==> src/rtl/clkstop_pkg.sv <==
package clkstop_pkg;
  typedef enum logic [1:0] {
    ST_RUN     = 2'd0,
    ST_RELEASE = 2'd1,
    ST_WATCH   = 2'd2,
    ST_STOPPED = 2'd3
  } clkstop_state_e;
endpackage

==> src/rtl/clkstop_counter.sv <==
module clkstop_counter #(
  parameter int LIMIT = 29
) (
  input  logic clk,
  input  logic rst_n,
  input  logic clr,
  input  logic en,
  output logic last
);
  localparam int W = $clog2(LIMIT + 1);

  logic [W-1:0] cnt_q;
  logic [W-1:0] cnt_d;

  assign last = (cnt_q == W'(LIMIT - 1));

  always_comb begin
    cnt_d = cnt_q;
    if (clr)
      cnt_d = '0;
    else if (en && !last)
      cnt_d = cnt_q + 1'b1;
  end

  always_ff @(posedge clk or negedge rst_n) begin
    if (!rst_n)
      cnt_q <= '0;
    else
      cnt_q <= cnt_d;
  end

  // the count never passes its terminal value
  a_r7_cnt_bound: assert property (@(posedge clk) disable iff (!rst_n)
    cnt_q <= W'(LIMIT - 1));

  // a clear always returns the count to zero
  a_r7_clear_zero: assert property (@(posedge clk) disable iff (!rst_n)
    clr |=> (cnt_q == '0));
endmodule

==> src/rtl/clkstop_fsm.sv <==
module clkstop_fsm
  import clkstop_pkg::*;
(
  input  logic           clk,
  input  logic           rst_n,
  input  logic           activity,
  input  logic           int_req,
  input  logic           line_in,
  input  logic           idle_last,
  input  logic           win_last,
  output clkstop_state_e state_q,
  output logic           idle_clr,
  output logic           idle_en,
  output logic           win_clr,
  output logic           win_en
);
  clkstop_state_e state_d;

  always_comb begin
    state_d = state_q;
    unique case (state_q)
      ST_RUN:     if (!activity && idle_last) state_d = ST_RELEASE;
      ST_RELEASE: state_d = ST_WATCH;
      ST_WATCH: begin
        if (!line_in || activity) state_d = ST_RUN;
        else if (win_last)        state_d = ST_STOPPED;
      end
      ST_STOPPED: if (!line_in || int_req) state_d = ST_RUN;
      default:    state_d = ST_RUN;
    endcase
  end

  always_comb begin
    idle_en  = (state_q == ST_RUN) && !activity;
    idle_clr = (state_q != ST_RUN) || activity;
    win_en   = (state_q == ST_WATCH) && line_in && !activity;
    win_clr  = (state_q != ST_WATCH);
  end

  always_ff @(posedge clk or negedge rst_n) begin
    if (!rst_n)
      state_q <= ST_RUN;
    else
      state_q <= state_d;
  end

  // a pull on the line during the watch window vetoes the stop
  a_r6_veto: assert property (@(posedge clk) disable iff (!rst_n)
    (state_q == ST_WATCH && !line_in) |=> (state_q == ST_RUN));

  // activity during the watch window cancels the stop
  a_r1_watch_cancel: assert property (@(posedge clk) disable iff (!rst_n)
    (state_q == ST_WATCH && activity) |=> (state_q == ST_RUN));

  // the stopped state is entered only from the watch window
  a_r4_stop_entry: assert property (@(posedge clk) disable iff (!rst_n)
    (state_q == ST_STOPPED && $past(state_q) != ST_STOPPED) |-> ($past(state_q) == ST_WATCH));
endmodule

==> src/rtl/bus_clk_stop_ctrl.sv <==
module bus_clk_stop_ctrl
  import clkstop_pkg::*;
#(
  parameter int IDLE_CLKS = 29,
  parameter int WIN_CLKS  = 6
) (
  input  logic clk,
  input  logic rst_n,
  input  logic bus_cycle,
  input  logic sec_bus_cycle,
  input  logic int_req,
  input  logic serirq_act,
  input  logic ckr_in,
  output logic ckr_oe,
  output logic ckr_out,
  output logic stop_n,
  output logic clk_stopped
);
  logic [1:0]     rst_sync_q;
  logic           rst_s_n;
  logic           activity;
  logic           idle_clr;
  logic           idle_en;
  logic           idle_last;
  logic           win_clr;
  logic           win_en;
  logic           win_last;
  clkstop_state_e state_q;

  // asynchronous assert, synchronous release
  always_ff @(posedge clk or negedge rst_n) begin
    if (!rst_n)
      rst_sync_q <= 2'b00;
    else
      rst_sync_q <= {rst_sync_q[0], 1'b1};
  end
  assign rst_s_n = rst_sync_q[1];

  assign activity = bus_cycle | sec_bus_cycle | int_req | serirq_act;

  clkstop_counter #(.LIMIT(IDLE_CLKS)) u_idle_cnt (
    .clk  (clk),
    .rst_n(rst_s_n),
    .clr  (idle_clr),
    .en   (idle_en),
    .last (idle_last)
  );

  clkstop_counter #(.LIMIT(WIN_CLKS)) u_win_cnt (
    .clk  (clk),
    .rst_n(rst_s_n),
    .clr  (win_clr),
    .en   (win_en),
    .last (win_last)
  );

  clkstop_fsm u_fsm (
    .clk      (clk),
    .rst_n    (rst_s_n),
    .activity (activity),
    .int_req  (int_req),
    .line_in  (ckr_in),
    .idle_last(idle_last),
    .win_last (win_last),
    .state_q  (state_q),
    .idle_clr (idle_clr),
    .idle_en  (idle_en),
    .win_clr  (win_clr),
    .win_en   (win_en)
  );

  assign ckr_oe      = (state_q == ST_RUN) || (state_q == ST_RELEASE);
  assign ckr_out     = (state_q == ST_RELEASE);
  assign stop_n      = (state_q != ST_STOPPED);
  assign clk_stopped = (state_q == ST_STOPPED);

  // the line is driven high for a single clock, then released
  a_r2_release_one_cycle: assert property (@(posedge clk) disable iff (!rst_s_n)
    (ckr_oe && ckr_out) |=> !ckr_oe);

  // the status output mirrors the stop output
  a_r10_status_matches: assert property (@(posedge clk) disable iff (!rst_s_n)
    clk_stopped == !stop_n);

  // a low line while stopped restarts the clock and drives the line low
  a_r5_restart: assert property (@(posedge clk) disable iff (!rst_s_n)
    (clk_stopped && !ckr_in) |=> (stop_n && ckr_oe && !ckr_out));

  // bus-side activity alone does not end the stop
  a_r8_stay_stopped: assert property (@(posedge clk) disable iff (!rst_s_n)
    (clk_stopped && ckr_in && !int_req) |=> clk_stopped);

  // the stop is asserted only after the line was released and seen high
  a_r3_stop_after_release: assert property (@(posedge clk) disable iff (!rst_s_n)
    $fell(stop_n) |-> ($past(!ckr_oe) && $past(ckr_in)));
endmodule

==> config.mk <==
export PLATFORM = sky130hd
export DESIGN_NAME = bus_clk_stop_ctrl
export DESIGN_NICKNAME = d
export VERILOG_FILES = /design/src/rtl/clkstop_pkg.sv /design/src/rtl/clkstop_counter.sv /design/src/rtl/clkstop_fsm.sv /design/src/rtl/bus_clk_stop_ctrl.sv
export SDC_FILE = /design/constraint.sdc
export NUM_CORES = 1
export LEC_CHECK = 0
export BUFFER_PORTS_ARGS = -buffer_cell sky130_fd_sc_hd__buf_2
export CAP_MARGIN = 15
export CORE_MARGIN = 1.5
export CORE_UTILIZATION = 40
export DETAILED_ROUTE_END_ITERATION = 16
export GPL_TIMING_DRIVEN = 0
export SLEW_MARGIN = 20
export SYNTH_ARGS = -nofsm -noshare
export SYNTH_HDL_FRONTEND = slang
export SYNTH_SLANG_ARGS = --single-unit
==> constraint.sdc <==
create_clock -name clk -period 0.8 [get_ports clk]
set_clock_uncertainty 0.15 [all_clocks]
set_input_delay 0.12 -clock clk [delete_from_list [all_inputs] [get_ports clk]]
set_output_delay 0.12 -clock clk [all_outputs]
set_load 0.05 [all_outputs]
* Yosys cells after proc, flatten, opt, wreduce, memory -nomap -nowiden
Index checks and enable logic that the tools add are counted.
** Cells by class
- Add/subtract/negate cells :: 2
- Equality and inequality tests :: 10
- Multiplexer cells :: 9
- Bitwise logic cells :: 3
- Reduce and logical (&&, ||, !) cells :: 19
** Operator list (number)
- 5-bit 2-to-1 mux :: 2
- 2-bit 2-to-1 mux :: 4
- 2-bit case mux with 4 select lines :: 1
- 1-bit logical AND :: 6
- 3-bit 2-to-1 mux :: 2
- 2-bit nonzero test :: 3
- 5-bit by 1-bit adder with 5-bit output, second input constant :: 1
- 5-bit == test, second input constant :: 1
- 2-bit == test, second input constant :: 2
- 1-bit logical NOT :: 4
- 1-bit logical OR :: 4
- 2-bit by 1-bit != test with 1-bit output, second input constant :: 2
- 2-bit != test, second input constant :: 2
- 3-bit by 1-bit adder with 3-bit output, second input constant :: 1
- 3-bit == test, second input constant :: 1
- 3-bit by 2-bit != test with 1-bit output, second input constant :: 1
- 1-bit bitwise OR :: 3
- 3-bit AND reduction :: 1
- 2-bit by 1-bit == test with 1-bit output, second input constant :: 1
- 2-bit logical NOT :: 1
** Word-level totals
- Bits in registers :: 12
- Input bits :: 7
- Output and inout bits :: 4
- Word-level logic and storage cells :: 47

* Logic depth before layout (Yosys ltp)
- Depth after elaboration :: 8
- Gate-level depth with buffers :: 5

* Modules after synthesis
A second synthesis with hierarchy kept.
** Unflattened totals
- Cell total of the unflattened synthesis :: 68
- Area, all modules :: 708.2 sq um
** By module, submodules not included
- clkstop_counter (u_idle_cnt) :: times used 1, cells an instance 30, area each 296.5 sq um, seq. area each 125.1 sq um
- clkstop_counter (u_win_cnt) :: times used 1, cells an instance 17, area each 198.9 sq um, seq. area each 75.1 sq um
- clkstop_fsm :: times used 1, cells an instance 13, area each 131.4 sq um, seq. area each 50.0 sq um
- bus_clk_stop_ctrl :: times used 1, cells an instance 8, area each 81.3 sq um, seq. area each 50.0 sq um

* Least setup slack after synthesis
Ideal clock, no wire load.
- Kind :: reg-to-reg
- Start :: register u_fsm.state_q[1]
- End :: register u_fsm.state_q[1]
- Library setup time :: 145 ps
- Arrival time :: 1301 ps
- Data required time :: 505 ps
- Slack :: -796 ps
- Stages on the path, launching flop included :: 4
- Buffers on the path :: 0
- Path through :: dfrtp_1 nand2_1 inv_1 a21oi_1
** On the way
- Cells in the longest elaborated chain, start to end :: 3
- Elaborated cells between the ends (all ways) :: 9
- Classes of those cells :: eq/ne (6); mux (1); reduce/logical (2)
** RTL lines
- start: declaration :: line clkstop_fsm.sv:11 : output clkstop_state_e state_q,
- start signal: assignment :: line clkstop_fsm.sv:44 : state_q <= state_d;
- 2-bit == test (*)
- via clk_stopped :: line bus_clk_stop_ctrl.sv:17 : output logic clk_stopped
- 2-bit by 1-bit != test with 1-bit output (no line)
- 3-bit AND reduction (no line)
The timed path passes the listed nets; every way through them passes the cells marked *.
A chain may end at the register's enable or synchronous reset.

* Worst setup path after layout
- Start :: register u_fsm.state_q[1]
- End :: output port clk_stopped
** On the way
- Cells in the longest elaborated chain, start to end :: 1
** RTL lines
- 2-bit == test :: line bus_clk_stop_ctrl.sv:75 : assign clk_stopped = (state_q == ST_STOPPED);
- end: declaration :: line bus_clk_stop_ctrl.sv:17
Every way passes these cells.

==> out/results.tsv <==
stage	metric	value	unit
worst_hold_path	hp-class	primary input to async pin	
clock_tree	root_buffer	clkbuf_4	
clock_tree	cts.sinks	12	
power	leakagePower	0.0004193	uW
run_status	violations	negative setup slack	
sta	period_share	172.6	%
critical_path	cp.arrival	1.11	ns
logic_synthesis	synthArstFlopShare	100.0	%
finish	area_delta_synth_final	49.71	%
global_route	grt_overflow	0	
power	power_density	1178	nW/um^2
sta	slew_viol_final	0	
floorplan	start_util	42.78	%
critical_path	crit_type	flip-flop to primary output	
run	maxCapViolations	0	
clock_tree	path_clk_slew	0.07	ns
finish	seq_area	302.8	sq um
logic_synthesis	synth_area_per_cell	10.35	sq um
route	viasPerCell	5.284	
critical_path	end_kind	primary output	
finish	layout-drive-gt1-share	56.98	%
logic_synthesis	synth_cells	63	
finish	final_nets	98	
global_route	grt_pass1_vias	516	
logic_synthesis	synth_commonest_cells	dfrtp_1, inv_1	
power	p_int	920.4	uW
floorplan	core	1524	sq um
clock_tree	numCtsBuffers	3	
power	worst_ir_drop_vdd	1.161	mV
sta	rsz0062_at_grt	yes	
route	ant_nets	0	
logic_synthesis	yosysMostFrequentCell	dfrtp_1	
logic_synthesis	yosysTopAreaCell	dfrtp_1	
finish	final_cells	102	
clock_tree	tritoncts	built	
power	pwr-share-comb	5.8	%
finish	num_antenna_cells	0	
critical_path	cp-start-kind	flip-flop	
place	dpl_cell_area	773.2	sq um
sta	finalHoldViolCount	0	
route	drt_iter0_markers	1	
route	dr_total_vias	539	
logic_synthesis	synth.top_cell.area_share	46.07	%
sta	clock.fmax	724.2	MHz
place	dp_cells	89	
global_route	grt_use_total	14.92	%
critical_path	critPathMaxFanout	6	
run_status	status	finished with violations	
sta	whs	0.006682	ns
route	routed_wl	1.226	mm
global_route	grt_pass1_wl	2.118	mm
sta	final-setup-viol-count	14	
floorplan	die-area	1881	sq um
place	place_congestion	0.7740	
floorplan	die_w	43.37	um
clock_tree	cts.htree.levels	1	
logic_synthesis	synth_nets	74	
power	p_switching	228.9	uW
floorplan	die_y	43.37	um
logic_synthesis	ys_warn_count	0	
logic_synthesis	ys_ff_latch	12	
route	drt-pass1-iter-count	2	
logic_synthesis	ys_seq_area_share	46.07	%
logic_synthesis	netlist_top_cells_area	dfrtp_1, ha_1, inv_1	
floorplan	rows	14	
place	port_buffers	10	
place	hpwl	900.4	um
finish	fillers	119	
power	seqPwrFrac	54.3	%
floorplan	ios	11	
clock_tree	clock_path_buffers	2	
critical_path	critPathRequiredTime	0.53	ns
logic_synthesis	synth.distinct_cells	29	
route	post_drt_wl_per_cell	12.02	um
sta	fin_crit	1.381	ns
logic_synthesis	syn-cell-area	651.9	sq um
finish	final_util	64.04	%
global_route	grt_max_degree	11	
logic_synthesis	synth_flop_cell	dfrtp_1	
global_route	antenna_found_initial	0	
power	clkPwrFrac	39.9	%
finish	postLayoutCellArea	975.9	sq um
sta	setup_ws	-0.5809	ns
clock_tree	ctsHoldBuffers	1	
finish	multi_input_area	437.9	sq um
power	switching_share	19.91	%
route	drc	0	
clock_tree	clk_latency	0.26	ns
sta	setup_tns	-6.861	ns
logic_synthesis	synth_edf_count	0	
power by group through the flow:
stage               clock network [uW]  logic [uW]  registers (uW)
floorplan                            0        23.6             634
global placement                     0        53.5             637
detailed placement                   0        55.7             637
CTS                                478        64.3             624
global route                       507        72.3             627
finish                             459        67.0             624
through the flow:
stage / setup slack, ns / total power (uW)
after floorplan: -0.5206 / 657.3
after global placement: -0.6603 / 690.2
after detailed placement: -0.6816 / 693.0
after CTS: -0.5617 / 1166
after global routing: -0.6668 / 1206
final: -0.5809 / 1149
layer usage:
| layer | vias up | track usage, % | wire [um] |
|---|---|---|---|
| met2 | 8 | 24.48 | 642 |
| met1 | 261 | 18.33 | 553 |
| li1 | 270 | - | - |
| met3 | 0 | 6.250 | 30 |
| met5 | - | 0 | 0 |
| met4 | 0 | 3.636 | 0 |
cells in the final DEF, fill, tap and decap left out, types with 2 or more instances in the layout:
| master | n |
|---|---|
| dfrtp_1 | 10 |
| buf_4 | 7 |
| buf_2 | 6 |
| inv_2 | 4 |
| a21oi_1 | 4 |
| buf_6 | 4 |
| and3_1 | 3 |
| nor2_1 | 3 |
| ha_4 | 3 |
| clkbuf_4 | 3 |
| nor2b_4 | 2 |
| nand3_2 | 2 |
| nand2_1 | 2 |
| dfrtp_2 | 2 |
logic make-up after synthesis:
kind of cell	Yosys count	synth area share, %
AO/OA/AOI/OAI	13	15.55
multiplexers	1	1.536
adder cells (fa/ha/maj)	4	7.678
AND/OR/NAND/NOR	24	22.46
flip-flops	12	46.07
XOR/XNOR	2	2.688
other	1	0.5753
buffers and inverters	6	3.455
critical path, cell delays in order, from the launching register on:
cell	delay, ns
dfrtp_2	0.49
nand2_8	0.11
clkinvlp_4	0.09
buf_6	0.15
final cells by class:
class | count | share of cell area (%)
timing repair buffer | 19 | 15.64
clock buffer | 4 | 3.718
multi-input combinational | 45 | 44.87
tap | 16 | 2.051
sequential | 12 | 31.03
inverter | 6 | 2.692
registers in the layout, indices dropped and copies added, names as in the netlist:
signal and cells:
u_fsm.state_q 2, u_win_cnt.cnt_q 3, u_idle_cnt.cnt_q 5, rst_sync_q 2
worst paths after layout:
check                                    start                  end  slack (ns)  depth (start not counted)
hold reg to reg                  rst_sync_q[1]  u_idle_cnt.cnt_q[1]       0.007                          0
hold / removal                           rst_n        rst_sync_q[0]       0.007                          2
min in group clk                        ckr_in   u_win_cnt.cnt_q[2]        0.01                          3
max in group asynchronous        rst_sync_q[1]     u_fsm.state_q[1]        0.18                          0
setup reg to reg           u_idle_cnt.cnt_q[0]     u_fsm.state_q[0]       -0.57                          6
setup / recovery              u_fsm.state_q[1]          clk_stopped       -0.58                          3
what timing repair did:
item                                    CTS  global route
pin swaps                                 5            11
gates cloned                              0             0
endpoints found under the setup margin   14            14
setup buffers                             6             3
endpoints found under the hold margin     3             1
gates resized for setup                  12            15
(Power assumes the default switching activity.)
